--- src/rtl/tlbpv_pkg.sv ---
package tlbpv_pkg;

  localparam int PROT_W = 2;

  // Rights check: bit 1 grants user access, bit 0 grants writes.
  function automatic logic rights_ok(input logic [PROT_W-1:0] prot,
                                     input logic store,
                                     input logic priv);
    logic mode_ok;
    logic kind_ok;
    mode_ok = priv | prot[1];
    kind_ok = ~store | prot[0];
    return mode_ok & kind_ok;
  endfunction

  // Event code for a rights fault, by access kind.
  function automatic logic [11:0] fault_code(input logic store);
    return store ? 12'h0C0 : 12'h0A0;
  endfunction

endpackage

--- src/rtl/tlbpv_rights.sv ---
module tlbpv_rights
  import tlbpv_pkg::*;
(
  input  logic              acc_req,
  input  logic              tlb_hit,
  input  logic              ent_valid,
  input  logic [PROT_W-1:0] ent_prot,
  input  logic              acc_store,
  input  logic              acc_priv,
  input  logic              blocked,
  output logic              rights_fail,
  output logic              viol_fire
);

  logic matched;

  always_comb begin
    matched     = acc_req & tlb_hit & ent_valid;
    rights_fail = matched & ~rights_ok(ent_prot, acc_store, acc_priv);
    viol_fire   = rights_fail & ~blocked;
  end

endmodule

--- src/rtl/tlbpv_capture.sv ---
module tlbpv_capture
  import tlbpv_pkg::*;
#(
  parameter int VA_W       = 32,
  parameter int PAGE_SHIFT = 10,
  parameter int WAY_W      = 2,
  parameter int SR_W       = 32,
  parameter int MD_BIT     = 30,
  parameter int RB_BIT     = 29,
  parameter int BL_BIT     = 28,
  localparam int VPN_W     = VA_W - PAGE_SHIFT
) (
  input  logic             clk,
  input  logic             rst_n,
  input  logic             fire,
  input  logic [VA_W-1:0]  va,
  input  logic [VA_W-1:0]  pc,
  input  logic             delay_slot,
  input  logic [VA_W-1:0]  br_pc,
  input  logic             store,
  input  logic [WAY_W-1:0] way,
  input  logic [SR_W-1:0]  sr_cur,
  output logic             req_q,
  output logic [VPN_W-1:0] vpn_q,
  output logic [VA_W-1:0]  addr_q,
  output logic [11:0]      code_q,
  output logic [VA_W-1:0]  spc_q,
  output logic [SR_W-1:0]  ssr_q,
  output logic [SR_W-1:0]  sr_q,
  output logic [WAY_W-1:0] way_q
);

  function automatic logic [SR_W-1:0] enter_sr(input logic [SR_W-1:0] s);
    logic [SR_W-1:0] r;
    r         = s;
    r[MD_BIT] = 1'b1;
    r[RB_BIT] = 1'b1;
    r[BL_BIT] = 1'b1;
    return r;
  endfunction

  logic [VA_W-1:0] ret_pc;

  always_comb ret_pc = delay_slot ? br_pc : pc;

  always_ff @(posedge clk or negedge rst_n) begin
    if (!rst_n) begin
      req_q  <= 1'b0;
      vpn_q  <= '0;
      addr_q <= '0;
      code_q <= '0;
      spc_q  <= '0;
      ssr_q  <= '0;
      sr_q   <= '0;
      way_q  <= '0;
    end else begin
      req_q <= fire;
      if (fire) begin
        vpn_q  <= va[VA_W-1:PAGE_SHIFT];
        addr_q <= va;
        code_q <= fault_code(store);
        spc_q  <= ret_pc;
        ssr_q  <= sr_cur;
        sr_q   <= enter_sr(sr_cur);
        way_q  <= way;
      end
    end
  end

endmodule

--- src/rtl/tlb_prot_fault_unit.sv ---
module tlb_prot_fault_unit
  import tlbpv_pkg::*;
#(
  parameter int VA_W       = 32,
  parameter int PAGE_SHIFT = 10,
  parameter int WAY_W      = 2,
  parameter int SR_W       = 32,
  parameter int MD_BIT     = 30,
  parameter int RB_BIT     = 29,
  parameter int BL_BIT     = 28,
  localparam int VPN_W     = VA_W - PAGE_SHIFT
) (
  input  logic              clk,
  input  logic              rst_n,
  input  logic              acc_req,
  input  logic              tlb_hit,
  input  logic              ent_valid,
  input  logic [WAY_W-1:0]  hit_way,
  input  logic [PROT_W-1:0] ent_prot,
  input  logic              acc_store,
  input  logic              acc_priv,
  input  logic [VA_W-1:0]   fault_va,
  input  logic [VA_W-1:0]   cur_pc,
  input  logic              in_delay_slot,
  input  logic [VA_W-1:0]   branch_pc,
  input  logic [SR_W-1:0]   sr_in,
  output logic              exc_req,
  output logic [VPN_W-1:0]  entry_vpn,
  output logic [VA_W-1:0]   fault_addr,
  output logic [11:0]       evt_code,
  output logic [VA_W-1:0]   saved_pc,
  output logic [SR_W-1:0]   saved_sr,
  output logic [SR_W-1:0]   status_out,
  output logic [WAY_W-1:0]  replace_way
);

  logic rights_fail;
  logic viol_fire;
  logic blocked;

  always_comb blocked = sr_in[BL_BIT];

  tlbpv_rights u_rights (
    .acc_req    (acc_req),
    .tlb_hit    (tlb_hit),
    .ent_valid  (ent_valid),
    .ent_prot   (ent_prot),
    .acc_store  (acc_store),
    .acc_priv   (acc_priv),
    .blocked    (blocked),
    .rights_fail(rights_fail),
    .viol_fire  (viol_fire)
  );

  tlbpv_capture #(
    .VA_W      (VA_W),
    .PAGE_SHIFT(PAGE_SHIFT),
    .WAY_W     (WAY_W),
    .SR_W      (SR_W),
    .MD_BIT    (MD_BIT),
    .RB_BIT    (RB_BIT),
    .BL_BIT    (BL_BIT)
  ) u_capture (
    .clk       (clk),
    .rst_n     (rst_n),
    .fire      (viol_fire),
    .va        (fault_va),
    .pc        (cur_pc),
    .delay_slot(in_delay_slot),
    .br_pc     (branch_pc),
    .store     (acc_store),
    .way       (hit_way),
    .sr_cur    (sr_in),
    .req_q     (exc_req),
    .vpn_q     (entry_vpn),
    .addr_q    (fault_addr),
    .code_q    (evt_code),
    .spc_q     (saved_pc),
    .ssr_q     (saved_sr),
    .sr_q      (status_out),
    .way_q     (replace_way)
  );

endmodule

--- config.mk ---
export PLATFORM = sky130hd
export DESIGN_NAME = tlb_prot_fault_unit
export DESIGN_NICKNAME = d
export VERILOG_FILES = /design/src/rtl/tlbpv_pkg.sv /design/src/rtl/tlbpv_rights.sv /design/src/rtl/tlbpv_capture.sv /design/src/rtl/tlb_prot_fault_unit.sv
export SDC_FILE = /design/constraint.sdc
export NUM_CORES = 1
export LEC_CHECK = 0
export BUFFER_PORTS_ARGS = -buffer_cell sky130_fd_sc_hd__buf_4
export CORE_AREA = 2 2 118 120
export DETAILED_ROUTE_END_ITERATION = 7
export DIE_AREA = 0 0 120 122
export GPL_TIMING_DRIVEN = 0
export PLACE_DENSITY = 0.72
export SLEW_MARGIN = 20
export SYNTH_ARGS = -nofsm -noshare
export SYNTH_HDL_FRONTEND = slang
export SYNTH_SLANG_ARGS = --single-unit
--- constraint.sdc ---
create_clock -name clk -period 1.1 [get_ports clk]
set_clock_uncertainty 0.15 [all_clocks]
set_input_delay 0.055 -clock clk [delete_from_list [all_inputs] [get_ports clk]]
set_output_delay 0.055 -clock clk [all_outputs]
set_load 0.05 [all_outputs]
* Word level (Yosys, flattened, before mapping)
Cells that the tools add are included.
Operators by class: bitwise logic cells 10, mux-type cells 2
Operators by type and width (number):
- 32-bit two-way mux | 1
- 7-bit two-way mux | 1
- 1-bit bitwise AND | 5
- 1-bit inverter | 3
- 1-bit OR | 2
Word-level totals: bits of input ports 140, register bits after elaboration 165

* Logic depth before layout (Yosys ltp)
Gate-level depths: netlist of the first run.
depth in word-level cells 6, mapped depth 6, mapped depth without buffers 4

* Modules after synthesis
From an unflattened synthesis of the first run, not the netlist that was laid out.
Unflattened totals: cells, all modules 356, area total of the unflattened synthesis 4583.1 um2
By module, submodules not included:
- tlbpv_capture | area each 4548.1 um2, times used 1, cells each 351
- tlbpv_rights | area each 35.0 um2, times used 1, cells each 5

* Worst setup path after synthesis of the first run
OpenSTA, ideal clock, no wires.
path kind input to register, start point input in_delay_slot, end point register u_capture.spc_q[19], required time 825 ps, setup time 125 ps, buffers on the path 2, slack -347 ps, arrival time 1172 ps, stages 4, cells stage by stage clkbuf_1 > buf_1 > mux2_2 > mux2_4
On the way: cells in the longest elaborated chain, start to end 1
RTL lines:
- start, declared | line tlb_prot_fault_unit.sv:24 | input logic in_delay_slot,
- 32-bit two-way mux | line tlbpv_capture.sv:44 | always_comb ret_pc = delay_slot ? br_pc : pc;
- end signal, assigned | line tlbpv_capture.sv:62 | spc_q <= ret_pc;
- end, declared | line tlbpv_capture.sv:27 | output logic [VA_W-1:0] spc_q,
No other way between the ends. A chain may end at the register's enable or synchronous reset.

* Final worst setup path of the first run
start point input sr_in[28], end point register u_capture.sr_q[24]
On the way: cells in the longest elaborated chain, start to end 2
RTL lines:
- start, declared | line tlb_prot_fault_unit.sv:26 | input logic [SR_W-1:0] sr_in,
- 1-bit inverter | line tlbpv_rights.sv:20 | viol_fire = rights_fail & ~blocked;
- 1-bit bitwise AND | line tlbpv_rights.sv:20
- end signal, assigned | line tlbpv_capture.sv:64 | sr_q <= enter_sr(sr_cur);
- end, declared | line tlbpv_capture.sv:29 | output logic [SR_W-1:0] sr_q,
No other way between the ends.

==> results of run 1 <==
[power by group]
group,total [mW],internal (mW),switching [mW]
registers,5.88,4.80,1.08
clock network,3.09,1.72,1.37
logic,13.4,6.24,7.14
total,22.4,12.8,9.60
[synthesized netlist by cell type]
| master | n | area, um2 |
|---|---|---|
| nand2b_1 | 1 | 6.260 |
| o21ai_4 | 1 | 16.27 |
| buf_6 | 3 | 33.78 |
| mux2i_1 | 1 | 10.01 |
| and4b_1 | 1 | 10.01 |
| mux2_4 | 19 | 285.3 |
| inv_1 | 1 | 3.750 |
| buf_1 | 1 | 3.750 |
| nor2_1 | 1 | 3.750 |
| nor2b_4 | 1 | 13.76 |
| and2_1 | 1 | 6.260 |
| clkbuf_1 | 1 | 3.750 |
| inv_2 | 1 | 3.750 |
| mux2_2 | 111 | 1250 |
| buf_4 | 63 | 473.0 |
| dfrtp_1 | 102 | 2552 |
| buf_2 | 9 | 45.04 |
| conb_1 | 1 | 3.750 |
[cell type report]
type                       instances  share of cell area, %
buffer                            77                  8.318
clock buffer                      13                  2.608
clock inverter                     3                 0.1690
inverter                           2                 0.1207
multi-input combinational        146                  18.60
sequential                       102                  25.27
tap                              180                  2.173
timing repair buffer             420                  42.74
[worst reg2reg max path, delay by kind of cell (launching register included)]
family / cells / cell delay (ns)
mux: 1 / 0.26
flops: 1 / 0.43
buf+inv: 2 / 0.26
[routing by layer]
layer / track usage, % / vias up / wire length, um / share of wire [%]
li1: - / 1901 / - / -
met1: 24.93 / 2077 / 6147 / 35
met2: 44.96 / 183 / 10090 / 57
met3: 5.243 / 23 / 1004 / 5.7
met4: 7.353 / 0 / 310 / 1.8
met5: 0 / - / 0 / 0
[worst max-delay path by stage]
| stage | from | endpoint | slack (ns) |
|---|---|---|---|
| 5_1_grt | sr_in[28] | u_capture.sr_q[24] | -0.21 |
| 3_5_place_dp | sr_in[28] | u_capture.addr_q[0] | -0.59 |
| 2_1_floorplan | sr_in[28] | u_capture.spc_q[10] | -0.28 |
| 4_1_cts | u_capture.sr_q[30] | status_out[28] | -0.19 |
| 3_3_place_gp | sr_in[28] | u_capture.spc_q[15] | -0.57 |
| 6_report | sr_in[28] | u_capture.sr_q[24] | -0.17 |
[per-stage QoR]
stage	hold WS (ns)	instance area, um2	TNS [ns]	worst slack, ns
2_1_floorplan	-0.3906	4832	-22.83	-0.2763
3_3_place_gp	0.09981	7264	-84.62	-0.5746
3_5_place_dp	0.08871	7268	-53.50	-0.5900
4_1_cts	-0.2845	10230	-21.09	-0.1853
5_1_grt	-0.2430	10360	-27.87	-0.2110
6_report	-0.3162	10360	-20.19	-0.1729
[layout by cell type, fill, tap and decap left out, types with 2 or more instances in the layout]
master         count
clkbuf_8           3
buf_12            10
clkbuf_16          9
dfrtp_1           49
dfrtp_2           53
dlygate4sd3_1     67
clkbuf_1           2
mux2_4            97
buf_16             9
buf_2              2
buf_6            168
buf_8             62
conb_1             9
clkinv_2           2
buf_4            178
mux2_2            33
[what timing repair did]
item / 4_1_cts / 5_1_grt
endpoints found under the hold margin: 202 / 134
resized for setup: 391 / 6
buffers inserted: 36 / 14
cloned: 9 / 0
endpoints found under the setup margin: 252 / 254
[cell families after synthesis]
family,after synthesis,share of synthesized area [%]
DFF,102,54.03
other,1,0.07937
muxes,131,32.71
and+or+nand+nor,5,0.8475
AOI/OAI and AO/OA,1,0.3444
buffers and inverters,79,12.00
[sequential cells by signal (all words and copies together) (netlist names)]
signal / cells
u_capture.ssr_q: 3
u_capture.code_q: 2
u_capture.way_q: 2
u_capture.spc_q: 32
u_capture.sr_q: 30
u_capture.req_q: 1
u_capture.addr_q: 32
==> flow_metrics.py, run 1 <==
metrics = {
    "setup_path": {
        "worstRegToRegCells": 3,
        "critical-path-max-stage-delay_ns": 0.31,
        "endpoint_kind": "flip-flop",
        "critical_path.reg2reg.startpoint": "u_capture.sr_q[2]",
        "reg2reg_capture_point": "u_capture.sr_q[2]",
        "path_class": "primary input to flip-flop",
        "cell_with_the_most_instances_on_the_worst_path": "buf_6",
        "crit_buf_inv": 5,
        "path_cells": "buf_6, and4b_1, o21ai_4, inv_6, buf_6, buf_12, buf_16, mux2_4",
        "worstSetupPathDepth": 8,
        "critical-path-slowest-cell": "mux2_4",
        "cp-start-kind": "primary input",
        "critPathTopFamily": "buffers and inverters",
        "timing.critical_path.required_ns": 1.16,
        "reg2reg_setup_slack_ns": -0.12,
        "critical_path_arrival_ns": 1.33,
        "cp_max_fo": 7,
    },
    "synth": {
        "synth.lib_cells_used.distinct": 18,
        "netlist_area_um2": 4725,
        "synth_seq_area_share_pct": 54.03,
        "postSynthAreaPerCell_um2": 14.81,
        "synthesis.instances": 319,
        "yosys_warnings": 0,
        "ys_ff_latch": 102,
    },
    "die": {
        "boundaryPins": 305,
        "dieHeight_um": 122,
        "core_area_um2": 13500,
        "std_cell_rows": 43,
        "initial_utilization_pct": 34.99,
        "die_x_um": 120,
        "design.die.area_um2": 14640,
    },
    "cells_and_area": {
        "nets": 898,
        "layout-drive-gt1-share_pct": 82.57,
        "final_core_util_pct": 76.74,
        "insertedDiodeCount": 0,
        "register_area_um2": 2619,
        "filler_cell_count": 739,
        "synthToLayoutAreaGrowth_pct": 119.4,
        "multi_input_area_um2": 1928,
        "final_cell_count_no_fill": 943,
    },
    "clocking": {
        "tritoncts_clock_tree": "built",
        "cts.sinks": 102,
        "clock_network_latency_to_the_later_pin_of_the_worst_skew_pair_ns": 0.34,
        "ctsRootBufferMaster": "clkbuf_16",
        "htree_num_levels": 3,
        "cts_inserted_buffers": 9,
        "cts.path.max_buffers": 2,
        "quantity_of_hold_fixing_buffers_added_after_cts": 67,
        "worst_setup_hold_path_clk_slew_ns": 0.07,
    },
    "global_route": {
        "maximum_number_of_pins_on_one_net_before_global_route_repair": 103,
        "grt_pass1_vias": 4712,
        "grt_pass1_wl_mm": 26.19,
        "globalRouteTotalUtil_pct": 23.25,
        "overflow": 0,
        "number_of_antenna_violations_at_the_first_check_in_global_routing": 0,
    },
    "timing": {
        "hold_viol": 134,
        "fin_hold_ws_ns": -0.3162,
        "timing.final.crit_share_pct": 115.7,
        "achievable-frequency_mhz": 785.6,
        "rsz_0062_raised_after_global_routing": "true",
        "final_setup_margin_ns": -0.1729,
        "slew_headroom_pct": 38.51,
        "setup_viol_count_final": 231,
        "worst-slew-pin-transition_ns": 0.9223,
        "final-max-slew-violation-count": 0,
        "min_period_ns": 1.273,
    },
    "power_and_ir_drop": {
        "total_power_mw": 22.36,
        "power_density_nw_per_um2": 2157,
        "power.leakage_nw": 5.009,
        "vdd.ir_drop.worst_uv": 1587,
    },
    "job": {
        "cap_viol_max_count": 0,
    },
    "placement": {
        "cell_count_after_placement": 801,
        "hpwl_mm": 9.686,
        "gp_congestion": 0.7844,
        "place.port_buffers": 294,
    },
    "run_status": {
        "violated_checks": "negative hold slack, negative setup slack",
        "status": "finished with violations",
    },
    "drt": {
        "avgViaCountPerCell": 4.437,
        "drt_iter0_drc": 97,
        "totalWireLength_mm": 17.56,
        "dr_total_vias": 4184,
        "drcViolationCount": 0,
        "antenna_left": 0,
        "drt-wirelength-per-cell_um": 18.62,
        "detailedRoute.firstPassIterationCount": 4,
    },
    "worst_hold_path": {
        "min_path_type": "primary input to asynchronous set/reset pin",
    },
}
(Power assumes the default switching activity.)
==> run 2: changes to the inputs <==
--- a/config.mk
+++ b/config.mk
@@ -15,3 +15,4 @@
 export SYNTH_ARGS = -nofsm -noshare
 export SYNTH_HDL_FRONTEND = slang
 export SYNTH_SLANG_ARGS = --single-unit
+export TNS_END_PERCENT = 1
==> constraint.sdc (replaced) <==
create_clock -name clk -period 1.1 [get_ports clk]
set_clock_uncertainty 0.15 [all_clocks]
set_input_delay 0.055 -clock clk [delete_from_list [all_inputs] [get_ports clk]]
set_output_delay 0.055 -clock clk [all_outputs]
set_load 0.01 [all_outputs]
==> run 2 against run 1 <==
The flow still finishes with violations (negative hold slack, negative setup slack). Setup slack improved by 0.034 ns. Register-to-register slack improved by 0.12 ns. Total power fell by 33%. Critical endpoint is now fault_addr[13]. Sequential share of layout area rose by 3.8 points. Via count fell by 7.5%. Core utilization fell by 12 points. Cell count fell by 5.4%. Non-clock buffer count fell by 50. Combinational power fell by 51%. Clock power fell by 8.1%. Routed wire length fell by 19%.
==> flow_metrics.py, run 2 (same netlist as run 1, synthesis figures left out) <==
metrics = {
    "run_status": {
        "status": "finished with violations",
        "violated_checks": "negative hold slack, negative setup slack",
    },
    "clocking": {
        "worst_setup_hold_path_clk_slew_ns": 0.07,
        "quantity_of_hold_fixing_buffers_added_after_cts": 66,
        "cts.path.max_buffers": 2,
        "ctsRootBufferMaster": "clkbuf_16",
        "cts_inserted_buffers": 9,
        "clock_network_latency_to_the_later_pin_of_the_worst_skew_pair_ns": 0.34,
        "cts.sinks": 102,
        "htree_num_levels": 3,
        "tritoncts_clock_tree": "built",
    },
    "die": {
        "std_cell_rows": 43,
        "dieHeight_um": 122,
        "boundaryPins": 305,
        "core_area_um2": 13500,
        "die_x_um": 120,
        "design.die.area_um2": 14640,
        "initial_utilization_pct": 34.99,
    },
    "drt": {
        "drt_iter0_drc": 123,
        "dr_total_vias": 3871,
        "avgViaCountPerCell": 4.340,
        "totalWireLength_mm": 14.17,
        "detailedRoute.firstPassIterationCount": 4,
        "antenna_left": 0,
        "drt-wirelength-per-cell_um": 15.88,
        "drcViolationCount": 0,
    },
    "power_and_ir_drop": {
        "power_density_nw_per_um2": 1700,
        "vdd.ir_drop.worst_uv": 1033,
        "power.leakage_nw": 4.380,
    },
    "setup_path": {
        "cp-start-kind": "flip-flop",
        "cp_max_fo": 3,
        "critical-path-slowest-cell": "dfrtp_1",
        "critPathLaunch": "u_capture.addr_q[13]",
        "worstSetupPathDepth": 2,
        "reg2reg_capture_point": "u_capture.addr_q[19]",
        "critical_path_arrival_ns": 1.03,
        "reg2reg_setup_slack_ns": 0,
        "endpoint_kind": "primary output",
        "path_class": "flip-flop to primary output",
        "critical_path.reg2reg.startpoint": "u_capture.addr_q[19]",
        "crit_buf_inv": 2,
        "worstRegToRegCells": 2,
        "critical-path-max-stage-delay_ns": 0.41,
        "worst_setup_path_end": "fault_addr[13]",
        "path_cells": "buf_4, buf_4",
        "timing.critical_path.required_ns": 0.89,
        "critPathTopFamily": "flip-flops",
        "cell_with_the_most_instances_on_the_worst_path": "buf_4",
    },
    "timing": {
        "slew_headroom_pct": 38.55,
        "timing.final.crit_share_pct": 112.6,
        "final_setup_margin_ns": -0.1388,
        "rsz_0062_raised_after_global_routing": "true",
        "worst-slew-pin-transition_ns": 0.9218,
        "hold_viol": 134,
        "fin_hold_ws_ns": -0.3372,
        "final-max-slew-violation-count": 0,
        "min_period_ns": 1.239,
        "setup_viol_count_final": 120,
        "achievable-frequency_mhz": 807.2,
    },
    "global_route": {
        "maximum_number_of_pins_on_one_net_before_global_route_repair": 103,
        "grt_pass1_vias": 4191,
        "grt_pass1_wl_mm": 21.48,
        "overflow": 0,
        "globalRouteTotalUtil_pct": 18.86,
        "number_of_antenna_violations_at_the_first_check_in_global_routing": 0,
    },
    "placement": {
        "gp_congestion": 0.7354,
        "place.port_buffers": 294,
        "cell_count_after_placement": 801,
        "hpwl_mm": 9.602,
        "place_area_um2": 7199,
    },
    "cells_and_area": {
        "layout-drive-gt1-share_pct": 74.16,
        "largest_registers": "u_capture.addr_q (32), u_capture.spc_q (32), u_capture.sr_q (30)",
        "insertedDiodeCount": 0,
        "layout_commonest_cell": "buf_4",
        "nets": 848,
        "finish.instance_area_um2": 8798,
        "final_cell_count_no_fill": 892,
        "layout_common_cells": "buf_4 (253), buf_6 (116), dfrtp_1 (101), mux2_2 (95), dlygate4sd3_1 (66)",
        "synthToLayoutAreaGrowth_pct": 86.23,
    },
    "worst_hold_path": {
        "min_path_type": "primary input to asynchronous set/reset pin",
    },
    "job": {
        "cap_viol_max_count": 0,
    },
}
[run 2: cell count changes in the layout (fill, tap and decap cells not counted), moves of 3 or more]
cell and delta:
buf_8 -61, buf_6 -52, dfrtp_1 +52, clkbuf_8 -3, buf_12 -4, buf_16 -8
clkbuf_4 +3, dfrtp_2 -52, mux2_4 -62, buf_4 +75, mux2_2 +62
[run 2: worst register-to-register path: cells and delay by family, from the launching register on]
family | cells | cell delay, ns
buffers and inverters | 1 | 0.15
DFF | 1 | 0.42
muxes | 1 | 0.26
[run 2: area by class of cell]
type / count / area, um2
sequential: 102 / 2554
buffer: 77 / 674.4
timing repair buffer: 370 / 3381
multi-input combinational: 146 / 1695
tap: 180 / 225.2
inverter: 2 / 12.51
clock buffer: 10 / 229.0
fill: 989 / 4706
clock inverter: 5 / 27.53
[run 2: how the worst min path moves through the flow]
stage	end	cells after the start
3_3_place_gp	u_capture.code_q[5]	2
2_1_floorplan	u_capture.addr_q[0]	0
4_1_cts	u_capture.spc_q[12]	1
6_report	u_capture.spc_q[17]	1
5_1_grt	u_capture.spc_q[17]	1
3_5_place_dp	u_capture.spc_q[12]	1
[run 2: routing by layer]
metal / track usage, % / vias up / part of all wire, %
li1: - / 1800 / -
met1: 19.26 / 1874 / 34
met2: 35.90 / 173 / 57
met3: 5.290 / 24 / 7.0
met4: 7.868 / 0 / 2.0
met5: 0 / - / 0
[run 2: repair_timing]
item | CTS | global route
endpoints found under the setup margin | 205 | 247
gates resized for setup | 84 | 73
endpoints found under the hold margin | 201 | 134
setup buffers | 9 | 0
cloned | 1 | 0
pin swaps | 0 | 1
[run 2: report_power, final]
part	internal [mW]	switching (mW)	leakage, nW
Sequential	4.71	0.826	1.26
Clock	1.51	1.33	0.128
Combinational	4.41	2.18	3.00
[run 2: stage by stage]
step	worst slack [ns]	hold WS, ns	util (%)	TNS (ns)	total power [mW]
finish	-0.1388	-0.3372	65.15	-6.867	14.96
global route	-0.1828	-0.2443	65.15	-12.60	15.68
CTS	-0.1511	-0.2917	63.14	-10.70	14.51
detailed placement	-0.6165	0.08119	53.31	-55.61	10.97
global placement	-0.5953	0.1015	53.28	-79.19	10.84
floorplan	-0.2763	-0.3906	-	-22.80	7.866
